`src/rtl/sar_pkg.sv`:
```
package sar_pkg;
  typedef enum logic [1:0] {
    RD_NONE = 2'd0,
    RD_WORD = 2'd1,
    RD_HIGH = 2'd2,
    RD_LOW  = 2'd3
  } rd_sel_e;
endpackage

```
`src/rtl/sar_cmd_decode.sv`:
```
module sar_cmd_decode
  import sar_pkg::*;
(
  input  logic    chip_en,
  input  logic    chip_sel,
  input  logic    rd_cnv,
  input  logic    addr_lsb,
  input  logic    fmt_wide,
  output logic    cnv_req,
  output rd_sel_e rd_sel
);
  logic access;

  assign access  = chip_en & chip_sel;
  assign cnv_req = access & ~rd_cnv;

  always_comb begin
    rd_sel = RD_NONE;
    if (access && rd_cnv) begin
      if (fmt_wide)      rd_sel = RD_WORD;
      else if (addr_lsb) rd_sel = RD_LOW;
      else               rd_sel = RD_HIGH;
    end
  end
endmodule

```
`src/rtl/sar_seq.sv`:
```
module sar_seq #(
  parameter int DATA_W  = 12,
  parameter int SHORT_W = 8
) (
  input  logic              clk,
  input  logic              rst,
  input  logic              start,
  input  logic              short_sel,
  input  logic              cmp_in,
  output logic              busy,
  output logic              eoc_short,
  output logic              eoc_full,
  output logic [DATA_W-1:0] trial,
  output logic [DATA_W-1:0] result
);
  localparam int IW         = $clog2(DATA_W);
  localparam int SHORT_STOP = DATA_W - SHORT_W;

  logic [IW-1:0]     idx;
  logic              short_q;
  logic [IW-1:0]     stop_idx;
  logic [DATA_W-1:0] decided;
  logic [DATA_W-1:0] next_trial;

  assign stop_idx = short_q ? IW'(SHORT_STOP) : '0;

  always_comb begin
    decided      = trial;
    decided[idx] = cmp_in;
    next_trial   = decided;
    if (idx != '0) next_trial[idx - IW'(1)] = 1'b1;
  end

  always_ff @(posedge clk) begin
    if (rst) begin
      busy      <= 1'b0;
      eoc_short <= 1'b1;
      eoc_full  <= 1'b1;
      short_q   <= 1'b0;
      idx       <= '0;
      trial     <= '0;
      result    <= '0;
    end else if (start && !busy) begin
      busy      <= 1'b1;
      eoc_short <= 1'b0;
      eoc_full  <= 1'b0;
      short_q   <= short_sel;
      idx       <= IW'(DATA_W - 1);
      trial     <= {1'b1, {(DATA_W-1){1'b0}}};
    end else if (busy) begin
      if (idx == IW'(SHORT_STOP)) eoc_short <= 1'b1;
      if (idx == stop_idx) begin
        busy     <= 1'b0;
        eoc_full <= 1'b1;
        trial    <= decided;
        result   <= decided;
      end else begin
        trial <= next_trial;
        idx   <= idx - IW'(1);
      end
    end
  end
endmodule

```
`src/rtl/sar_readout.sv`:
```
module sar_readout
  import sar_pkg::*;
#(
  parameter int DATA_W = 12
) (
  input  logic              clk,
  input  logic              rst,
  input  rd_sel_e           rd_sel,
  input  logic              busy,
  input  logic [DATA_W-1:0] result,
  output logic [DATA_W-1:0] dout,
  output logic              oe_hi,
  output logic              oe_mid,
  output logic              oe_lo
);
  localparam int NIB_W = DATA_W / 3;

  always_ff @(posedge clk) begin
    if (rst) begin
      dout   <= '0;
      oe_hi  <= 1'b0;
      oe_mid <= 1'b0;
      oe_lo  <= 1'b0;
    end else begin
      dout   <= '0;
      oe_hi  <= 1'b0;
      oe_mid <= 1'b0;
      oe_lo  <= 1'b0;
      if (!busy) begin
        case (rd_sel)
          RD_WORD: begin
            dout   <= result;
            oe_hi  <= 1'b1;
            oe_mid <= 1'b1;
            oe_lo  <= 1'b1;
          end
          RD_HIGH: begin
            dout   <= {result[DATA_W-1:NIB_W], {NIB_W{1'b0}}};
            oe_hi  <= 1'b1;
            oe_mid <= 1'b1;
          end
          RD_LOW: begin
            dout   <= {result[NIB_W-1:0], {(DATA_W-NIB_W){1'b0}}};
            oe_hi  <= 1'b1;
            oe_mid <= 1'b1;
          end
          default: ;
        endcase
      end
    end
  end
endmodule

```
`src/rtl/sar_bus_ctrl.sv`:
```
module sar_bus_ctrl
  import sar_pkg::*;
#(
  parameter int DATA_W = 12
) (
  input  logic              clk,
  input  logic              rst,
  input  logic              chip_en,
  input  logic              chip_sel,
  input  logic              rd_cnv,
  input  logic              addr_lsb,
  input  logic              fmt_wide,
  input  logic              cmp_in,
  output logic [DATA_W-1:0] dac_code,
  output logic              busy,
  output logic              eoc_short,
  output logic              eoc_full,
  output logic [DATA_W-1:0] dout,
  output logic              oe_hi,
  output logic              oe_mid,
  output logic              oe_lo
);
  localparam int NIB_W   = DATA_W / 3;
  localparam int SHORT_W = 2 * NIB_W;

  logic              cnv_req;
  rd_sel_e           rd_sel;
  logic [DATA_W-1:0] result;

  sar_cmd_decode u_dec (
    .chip_en  (chip_en),
    .chip_sel (chip_sel),
    .rd_cnv   (rd_cnv),
    .addr_lsb (addr_lsb),
    .fmt_wide (fmt_wide),
    .cnv_req  (cnv_req),
    .rd_sel   (rd_sel)
  );

  sar_seq #(.DATA_W(DATA_W), .SHORT_W(SHORT_W)) u_seq (
    .clk       (clk),
    .rst       (rst),
    .start     (cnv_req),
    .short_sel (addr_lsb),
    .cmp_in    (cmp_in),
    .busy      (busy),
    .eoc_short (eoc_short),
    .eoc_full  (eoc_full),
    .trial     (dac_code),
    .result    (result)
  );

  sar_readout #(.DATA_W(DATA_W)) u_rd (
    .clk    (clk),
    .rst    (rst),
    .rd_sel (rd_sel),
    .busy   (busy),
    .result (result),
    .dout   (dout),
    .oe_hi  (oe_hi),
    .oe_mid (oe_mid),
    .oe_lo  (oe_lo)
  );
endmodule

```
`config.mk`:
```
export PLATFORM = sky130hd
export DESIGN_NAME = sar_bus_ctrl
export DESIGN_NICKNAME = d
export VERILOG_FILES = /design/src/rtl/sar_pkg.sv /design/src/rtl/sar_cmd_decode.sv /design/src/rtl/sar_seq.sv /design/src/rtl/sar_readout.sv /design/src/rtl/sar_bus_ctrl.sv
export SDC_FILE = /design/constraint.sdc
export NUM_CORES = 1
export LEC_CHECK = 0
export BUFFER_PORTS_ARGS = -buffer_cell sky130_fd_sc_hd__buf_2
export CAP_MARGIN = 20
export CELL_PAD_IN_SITES_DETAIL_PLACEMENT = 1
export CELL_PAD_IN_SITES_GLOBAL_PLACEMENT = 2
export CORE_UTILIZATION = 34
export CTS_CLUSTER_SIZE = 8
export DETAILED_ROUTE_END_ITERATION = 8
export GPL_ROUTABILITY_DRIVEN = 1
export PLACE_DENSITY_LB_ADDON = 0.3
export SYNTH_ARGS = -nofsm -noshare
export SYNTH_HDL_FRONTEND = slang
export SYNTH_SLANG_ARGS = --single-unit
```
`constraint.sdc`:
```
create_clock -name clk -period 1.6 [get_ports clk]
set_input_delay 0.08 -clock clk [delete_from_list [all_inputs] [get_ports clk]]
set_output_delay 0.08 -clock clk [all_outputs]
set_load 0.005 [all_outputs]
```
# Word level (Yosys, flattened, before mapping)
# Cells that the tools add are included.
[op_classes]
n_addsub = 1
n_lt_le_gt_ge = 4
eq_ne = 6
muxes = 28
n_bitwise = 6
n_reduce_logical = 17
[op_table]
columns = ["cell", "count"]
rows = [
  ["two-way mux 12 bit", 4],
  ["one-hot mux 12 bit (3 select lines)", 1],
  ["two-way mux 1 bit", 14],
  ["bitwise mux 12 bit", 1],
  ["two-way mux 4 bit", 3],
  ["bitwise OR 12 bit", 1],
  ["< comparator 4 x 5 -> 1 bit (second input constant)", 2],
  ["demux 1 bit (select 4 bit)", 2],
  [">= comparator 4 x 1 -> 1 bit (second input constant)", 2],
  ["AND reduction 2 bit", 4],
  ["nonzero test 2 bit", 3],
  ["equality test 2 bit (second input constant)", 2],
  ["equality test 4 x 3 -> 1 bit (second input constant)", 1],
  ["equality test 4 bit", 1],
  ["logical AND 1 bit", 4],
  ["two-way mux 2 bit", 2],
  ["nonzero test 4 bit", 1],
  ["OR reduction 2 bit", 2],
  ["subtractor 4 x 1 -> 4 bit (second input constant)", 1],
  ["two-way mux 3 bit", 1],
  ["NOT 1 bit", 3],
  ["AND reduction 3 bit", 1],
  ["OR reduction 3 bit", 1],
  ["bitwise AND 1 bit", 2],
  ["other kinds (3)", 3],
]
[word_totals]
ff_bits = 46
out_inout_bits = 30
word_cells = 74

# Longest topological paths before layout
# Gate-level depths: netlist of the first run.
[depth]
ltp_word = 10
mapped_depth = 5
ltp_nobuf = 4

# Hierarchy
# From an unflattened synthesis of the first run, not the netlist that was laid out.
[hier_totals]
cells_unflattened = 222
area_unflattened_um2 = 2288.4
[modules_own_cells]
columns = ["module", "instances", "cells_each", "area_per_inst_um2", "seq_area_each_um2"]
rows = [
  ["sar_seq", 1, 176, 1771.7, 640.6],
  ["sar_readout", 1, 43, 486.7, 280.3],
  ["sar_cmd_decode", 1, 3, 30.0, 0.0],
]

# Worst setup path before layout of the first run
# OpenSTA, ideal clock, no wires.
[synth_path]
path_kind = "register to register"
from = "register u_seq.busy"
to = "register u_seq.result[10]"
arrival_time_ns = 1.243
path_slack_ns = 0.215
stages_incl_launch_ff = 5
period_less_slack_ns = 1.385
cell_sequence = "dfxtp_1 -> or3b_4 -> nor3_4 -> buf_6 -> a211oi_2"
[synth_between]
elab_chain_cells = 4
[synth_rtl]
columns = ["item", "line", "source"]
rows = [
  ["from (decl)", "sar_seq.sv:10", "output logic busy,"],
  ["from (signal assigned)", "sar_seq.sv:36", "busy <= 1'b0;"],
  ["from (signal assigned)", "sar_seq.sv:44", "busy <= 1'b1;"],
  ["from (signal assigned)", "sar_seq.sv:53", "busy <= 1'b0;"],
  ["logical NOT 1 bit", "sar_seq.sv:43", "end else if (start && !busy) begin"],
  ["logical AND 1 bit", "sar_seq.sv:43", ""],
  ["NOT 1 bit (no source line)", "n/a", ""],
  ["AND reduction 3 bit (no source line) *", "n/a", ""],
  ["to (signal assigned)", "sar_seq.sv:56", "result <= decided;"],
  ["to (decl)", "sar_seq.sv:14", "output logic [DATA_W-1:0] result"],
]
# Mark *: on every way between the ends. The rest lies on a longest branch, timed or not.
# A chain may end at the register's enable or synchronous reset.

# Worst setup path after layout of the first run
[layout_path]
from = "register u_seq.idx[3]"
to = "register u_seq.result[0]"
[layout_between]
elab_chain_cells = 5
word_cells_on_any_way = 8
[layout_rtl]
columns = ["item", "line", "source"]
rows = [
  ["from (decl)", "sar_seq.sv:19", "logic [IW-1:0] idx;"],
  ["from (signal assigned)", "sar_seq.sv:48", "idx <= IW'(DATA_W - 1);"],
  ["from (signal assigned)", "sar_seq.sv:59", "idx <= idx - IW'(1);"],
  ["< comparator 4 x 5 -> 1 bit (not written as such) / >= comparator 4 x 1 -> 1 bit (equally long branches)", "sar_seq.sv:29", "decided[idx] = cmp_in;"],
  ["logical AND 1 bit (not written as such)", "sar_seq.sv:29", ""],
  ["two-way mux 1 bit (not written as such)", "sar_seq.sv:29", ""],
  ["demux 1 bit (select 4 bit)", "n/a", ""],
  ["bitwise mux 12 bit", "sar_seq.sv:29", ""],
]
# Parallel ways exist; a longest one is shown, timed or not.

==> results by group, run 1 <==
Detailed routing
  • 1st-iter DRT viols: 85
  • Drc violations: 0
  • WL final: 5.52 mm
  • Post-DRT Antenna Nets: 0
  • DRT Pass-1 Iters: 4
  • Vias/cell: 5.25
  • Vias: between 1.5k and 2k
  • WL/cell: 17.0 µm

Floorplan
  • Core ar.: 5920 µm²
  • IO Pins: 38
  • Die area: 6480 µm²
  • Die Span Y: roughly 80 µm
  • Initial Util: 35.4%
  • Rows: 28
  • Chip width: 80.5 µm

Setup path
  • CP Launch Type: flip-flop
  • Slowest stage delay, CP: 360 ps
  • Crit path required time: 1820 ps
  • Worst path cell trace: buf_4 > nor4b_2 > buf_4 > a21oi_1 > a311oi_1
  • Delay-heaviest family, CP: buffers and inverters
  • Critical Setup Path Class: flip-flop to flip-flop
  • Setup crit end kind: flip-flop
  • Max FO, Critical Path: 12
  • Crit path buffers/inverters: 2
  • CP dominant cell by count: buf_4
  • Slowest cell on crit path: dfxtp_2
  • Critical path arrival: around 1700 ps

Logic synthesis
  • Yosys top cell area share: 44.0%
  • Main synth FF type: dfxtp_1
  • Ys async rst share: 0%
  • Post-Synthesis Cells: 204
  • YS warnings: 0
  • Flops & latches, synth: 46
  • Unique cell type count in the Yosys netlist: 45
  • Syn Area/Cell: 10.3 µm²
  • Synth Cell Area: between 2000 and 2500 µm²
  • Most area-consuming cells after synthesis: dfxtp_1, mux2i_1, a211oi_2
  • EDFF count, synth: 0
  • Synth Net Count: 212
  • Dominant cell type by area after synthesis: dfxtp_1
  • Seq/Total Area, Yosys: 44.0%

Timing
  • Fin. Hold Viols: 0
  • Final setup vio count: 0
  • Max-slew violation count: 0
  • Slew @ Worst Pin: a little under 400 ps
  • Final Cycle Share: 92.9%
  • Achievable frequency: 0.673 GHz
  • Worst Setup Slack, final: 114 ps
  • Clk_skew: 7.97 ps
  • Fin crit period: between 1000 and 1500 ps
  • RSZ-0062 raised after global routing: no
  • Relative slew slack: 73.8%

Final layout
  • Final nets: roughly 260
  • # diodes: 0
  • Non-Filler Instances: 324
  • Most common cell after layout, fill and taps aside: dfxtp_1
  • Reg area: 926 µm²
  • Area occupied by multi-input gates: 1020 µm²
  • Share of layout cells above drive strength 1: a little over a third
  • Fillers: 694
  • Syn-to-layout area delta: 20.0%
  • Commonest cells after routing, fill and taps aside: dfxtp_1, buf_2, a21oi_1

Placement
  • Buffers on Ports: 37
  • Cell total after placement: 316
  • Post-DP HPWL: 3.96 mm
  • DP Worst Slack: -12.5 ps
  • Final GP Congestion: 0.744

Worst hold path
  • Hold WC Path Type: input pin to flip-flop

Clock tree
  • Clk sinks: 46
  • Clk buf depth: 2
  • Worst skew pair latency: 300 ps
  • # H-tree levels: 2
  • CTS Buf Count: 5
  • CTS tree: yes
  • Hold Buf Count CTS: 0
  • Clk root buf: clkbuf_8
  • Clk slew on worst S/H paths: 100 ps

Global routing
  • First-pass GRT wire length: 9.15 mm
  • Largest net degree at the start of global routing: 22
  • Vias in the first global route: 1691
  • Total gr overflow: 0
  • Initial antenna violation count: 0
  • Total track usage: 18.9%

Pwr
  • Pwr dens: 924 nW/µm²
  • Max VDD drop: 0.462 mV
  • Static leakage: 1.05 nW
  • Design Power: 0.00232 W

Status
  • Status: completed

Flow run
  • Number of max-cap violations: 0
Yosys cell counts (2+ instances only):
master / n
nand2b_1: 2
a211oi_1: 7
clkbuf_1: 6
nand4b_1: 2
and4bb_2: 2
and4bb_1: 3
dfxtp_1: 46
nand2_1: 5
a31oi_1: 4
and2_1: 2
buf_4: 3
nor2b_1: 2
nor4b_4: 2
a21o_1: 2
buf_6: 5
a21oi_1: 19
a211oi_2: 9
and3_1: 8
nor3_1: 3
nor4_1: 2
nor2_1: 17
o21ai_0: 2
a311oi_1: 7
inv_1: 5
mux2i_1: 16
buf_2: 4
cell type report:
| type | instances | area share [%] |
|---|---|---|
| Multi-Input combinational cell | 133 | 40.8 |
| Sequential cell | 46 | 36.9 |
| Timing Repair Buffer | 56 | 14.0 |
| Tap cell | 75 | 3.74 |
| Clock buffer | 5 | 2.74 |
| Clock inverter | 3 | 0.946 |
| Inverter | 6 | 0.896 |
per-layer routing:
layer | global-route usage (%) | wire [µm]
met2 | 32.7 | 2770
met4 | 4.29 | 40
met5 | 0 | 0
met1 | 23.7 | 2500
met3 | 4.20 | 209
cell families (layout without fill, tap and decap cells):
group / count (synthesis) / count (layout) / share of synthesized area (%)
AOI/OAI and AO/OA: 56 / 56 / 20.1
muxes: 16 / 16 / 7.65
buffers and inverters: 25 / 70 / 7.11
xor gates and xnor gates: 2 / 2 / 1.20
DFF: 46 / 46 / 44.0
and+or+nand+nor: 59 / 59 / 20.0
final timing paths:
kind,start,endpoint,slack [ps],cells past startpoint
min reg2reg,u_seq.eoc_full,u_seq.eoc_full,470,1
max reg2reg,u_seq.idx[3],u_seq.result[0],110,5
max,u_seq.idx[3],u_seq.result[0],110,5
min,fmt_wide,u_rd.oe_lo,40,2
state kept, by name (all words and copies together), names as in the netlist:
register,cells
u_seq.eoc_full,1
u_seq.eoc_short,1
u_rd.oe_hi,1
u_seq.trial,12
u_seq.busy,1
u_rd.oe_lo,1
u_rd.dout,12
u_seq.idx,4
u_seq.result,12
u_seq.short_q,1
power by group:
group,internal (W),leakage (nW),switching (W)
Clock,0.000313,0.0408,0.000437
Sequential,0.00119,0.375,0.0000486
Combinational,0.000147,0.630,0.000186
through the flow:
step,hold slack [ps],utilization [%],cell area (µm²),TNS (ps)
2_1_floorplan,202,-,2090,0
3_3_place_gp,354,40.8,2410,0
3_5_place_dp,353,40.8,2410,-12.5
4_1_cts,32.3,42.4,2510,0
5_1_grt,38.6,42.4,2510,0
6_report,37.6,42.4,2510,0
repair_timing:
action	in CTS	in global routing
setup buffers	0	0
resized for setup	1	3
cloned	0	0
endpoints found under the setup margin	1	6
pin swaps	0	0
Note: power is estimated with default switching activity, not from simulation.
==> run 2: changes to the inputs <==
Settings changed: CORE_UTILIZATION 34 to 29.
==> results by group, run 2 (same netlist as run 1, synthesis figures left out) <==
Setup path
  • R2r endpoint: u_seq.result[0]
  • CP Launch Type: flip-flop
  • Critical Setup Path Class: flip-flop to flip-flop
  • Reg2reg setup slack: 80 ps
  • Max FO, Critical Path: 14
  • Reg2Reg Depth: 4
  • Setup crit end kind: flip-flop
  • Worst R2R Start: u_seq.idx[0]
  • Crit path required time: 1780 ps
  • Critical path arrival: 1700 ps

Placement
  • DP Worst Slack: ~44 ps
  • Area post-placement: 2450 µm²
  • Post-DP HPWL: 4.29 mm
  • Final GP Congestion: 0.744
  • Buffers on Ports: 37

Detailed routing
  • DRT Pass-1 Iters: 4
  • 1st-iter DRT viols: roughly 100
  • Post-DRT Antenna Nets: 0
  • Vias: 1705
  • WL/cell: 16.7 µm
  • WL final: 5.80 mm
  • Drc violations: 0
  • Vias/cell: 4.90

Global routing
  • Initial antenna violation count: 0
  • First-pass GRT wire length: 9.63 mm
  • Largest net degree at the start of global routing: 22
  • Vias in the first global route: 1790
  • Total gr overflow: 0
  • Total track usage: between 15 and 20%

Timing
  • Relative slew slack: ~69%
  • Fin crit period: 1520 ps
  • Fin. Hold Viols: 0
  • Setup_tns: 0 ps
  • Final setup vio count: 0
  • Clk_skew: 6.59 ps
  • Slew @ Worst Pin: 468 ps
  • Achievable frequency: 0.658 GHz
  • Worst Setup Slack, final: 80.8 ps
  • Final Cycle Share: 95.0%
  • RSZ-0062 raised after global routing: no
  • Max-slew violation count: 0

Clock tree
  • CTS tree: yes
  • Clk sinks: 46
  • Clk root buf: clkbuf_8
  • Worst skew pair latency: roughly 300 ps
  • # H-tree levels: 2
  • Clk slew on worst S/H paths: ~90 ps
  • CTS Buf Count: 5
  • Hold Buf Count CTS: 0
  • Clk buf depth: 2

Floorplan
  • Core ar.: 6870 µm²
  • Die area: 7570 µm²
  • Initial Util: 30.5%
  • IO Pins: 38
  • Rows: 30
  • Chip width: 87.0 µm
  • Die Span Y: 87.0 µm

Pwr
  • Static leakage: 1.06 nW
  • Design Power: around 0.0023 W
  • Max VDD drop: 0.381 mV
  • Pwr dens: 906 nW/µm²

Worst hold path
  • Hold Path Stages: 3
  • HP Start: addr_lsb
  • Hold WC Path Type: input pin to flip-flop
  • Hold Path End: u_seq.short_q

Final layout
  • Fin area: 2540 µm²
  • # diodes: 0
  • Fillers: 795
  • Syn-to-layout area delta: 21.4%
  • Share of layout cells above drive strength 1: 35.3%
  • Biggest regs: u_rd.dout (12), u_seq.result (12), u_seq.trial (12)
  • Commonest cells after routing, fill and taps aside: dfxtp_1, buf_2, buf_4
  • Final Util: a little under two fifths
  • Most common cell after layout, fill and taps aside: dfxtp_1
  • Final nets: 259

Status
  • Status: completed

Flow run
  • Number of max-cap violations: 0
==> run 2: power by group <==
part / total, W / switching, W / internal, W
clock: 0.000730 / 0.000420 / 0.000309
sequential: 0.00125 / 0.0000556 / 0.00119
combinational: 0.000329 / 0.000181 / 0.000148
total: 0.00230 / 0.000657 / 0.00165
==> run 2: worst max path at each step <==
stage,slack [ps],to,depth (start not counted),from
2_1_floorplan,220,u_seq.result[10],4,u_seq.busy
3_3_place_gp,80,u_seq.result[8],3,u_seq.busy
3_5_place_dp,40,u_seq.eoc_full,4,u_seq.idx[2]
4_1_cts,30,u_seq.eoc_full,4,u_seq.idx[2]
5_1_grt,8,u_seq.result[0],4,u_seq.idx[0]
6_report,80,u_seq.result[0],4,u_seq.idx[0]
==> run 2: critical path, stage by stage, from the launching register on <==
cell      delay, ps
dfxtp_1         460
or3b_4          490
nor3_4          190
buf_12          170
a311oi_1         80
==> run 2: repair_timing <==
item,4_1_cts,5_1_grt
setup buffers,0,0
endpoints found under the setup margin,0,15
gates resized for setup,0,4
==> run 2: layout make-up <==
class | instances | area, µm² | area share [%]
flip-flops and latches | 46 | 925 | 36.4
inverters | 6 | 22.5 | 0.885
multi-input cells | 133 | 1030 | 40.4
clock buffers | 6 | 72.6 | 2.85
well taps | 96 | 120 | 4.72
repair buffers | 59 | 363 | 14.3
clock inverters | 2 | 13.8 | 0.541
==> run 2: routing by layer <==
metal / wire length, µm / up-vias / GRT usage (%)
met3: 134 / 5 / 3.22
met4: 49 / 0 / 5.45
met2: 2760 / 22 / 27.5
met1: 2860 / 834 / 22.7
met5: 0 / - / 0
li1: - / 844 / -
==> run 2: metrics by stage <==
stage / hold slack (ps) / instances
3_3_place_gp: 346 / 340
2_1_floorplan: 202 / 204
6_report: 42.6 / 348
4_1_cts: 36.0 / 348
3_5_place_dp: 358 / 340
5_1_grt: 41.2 / 348
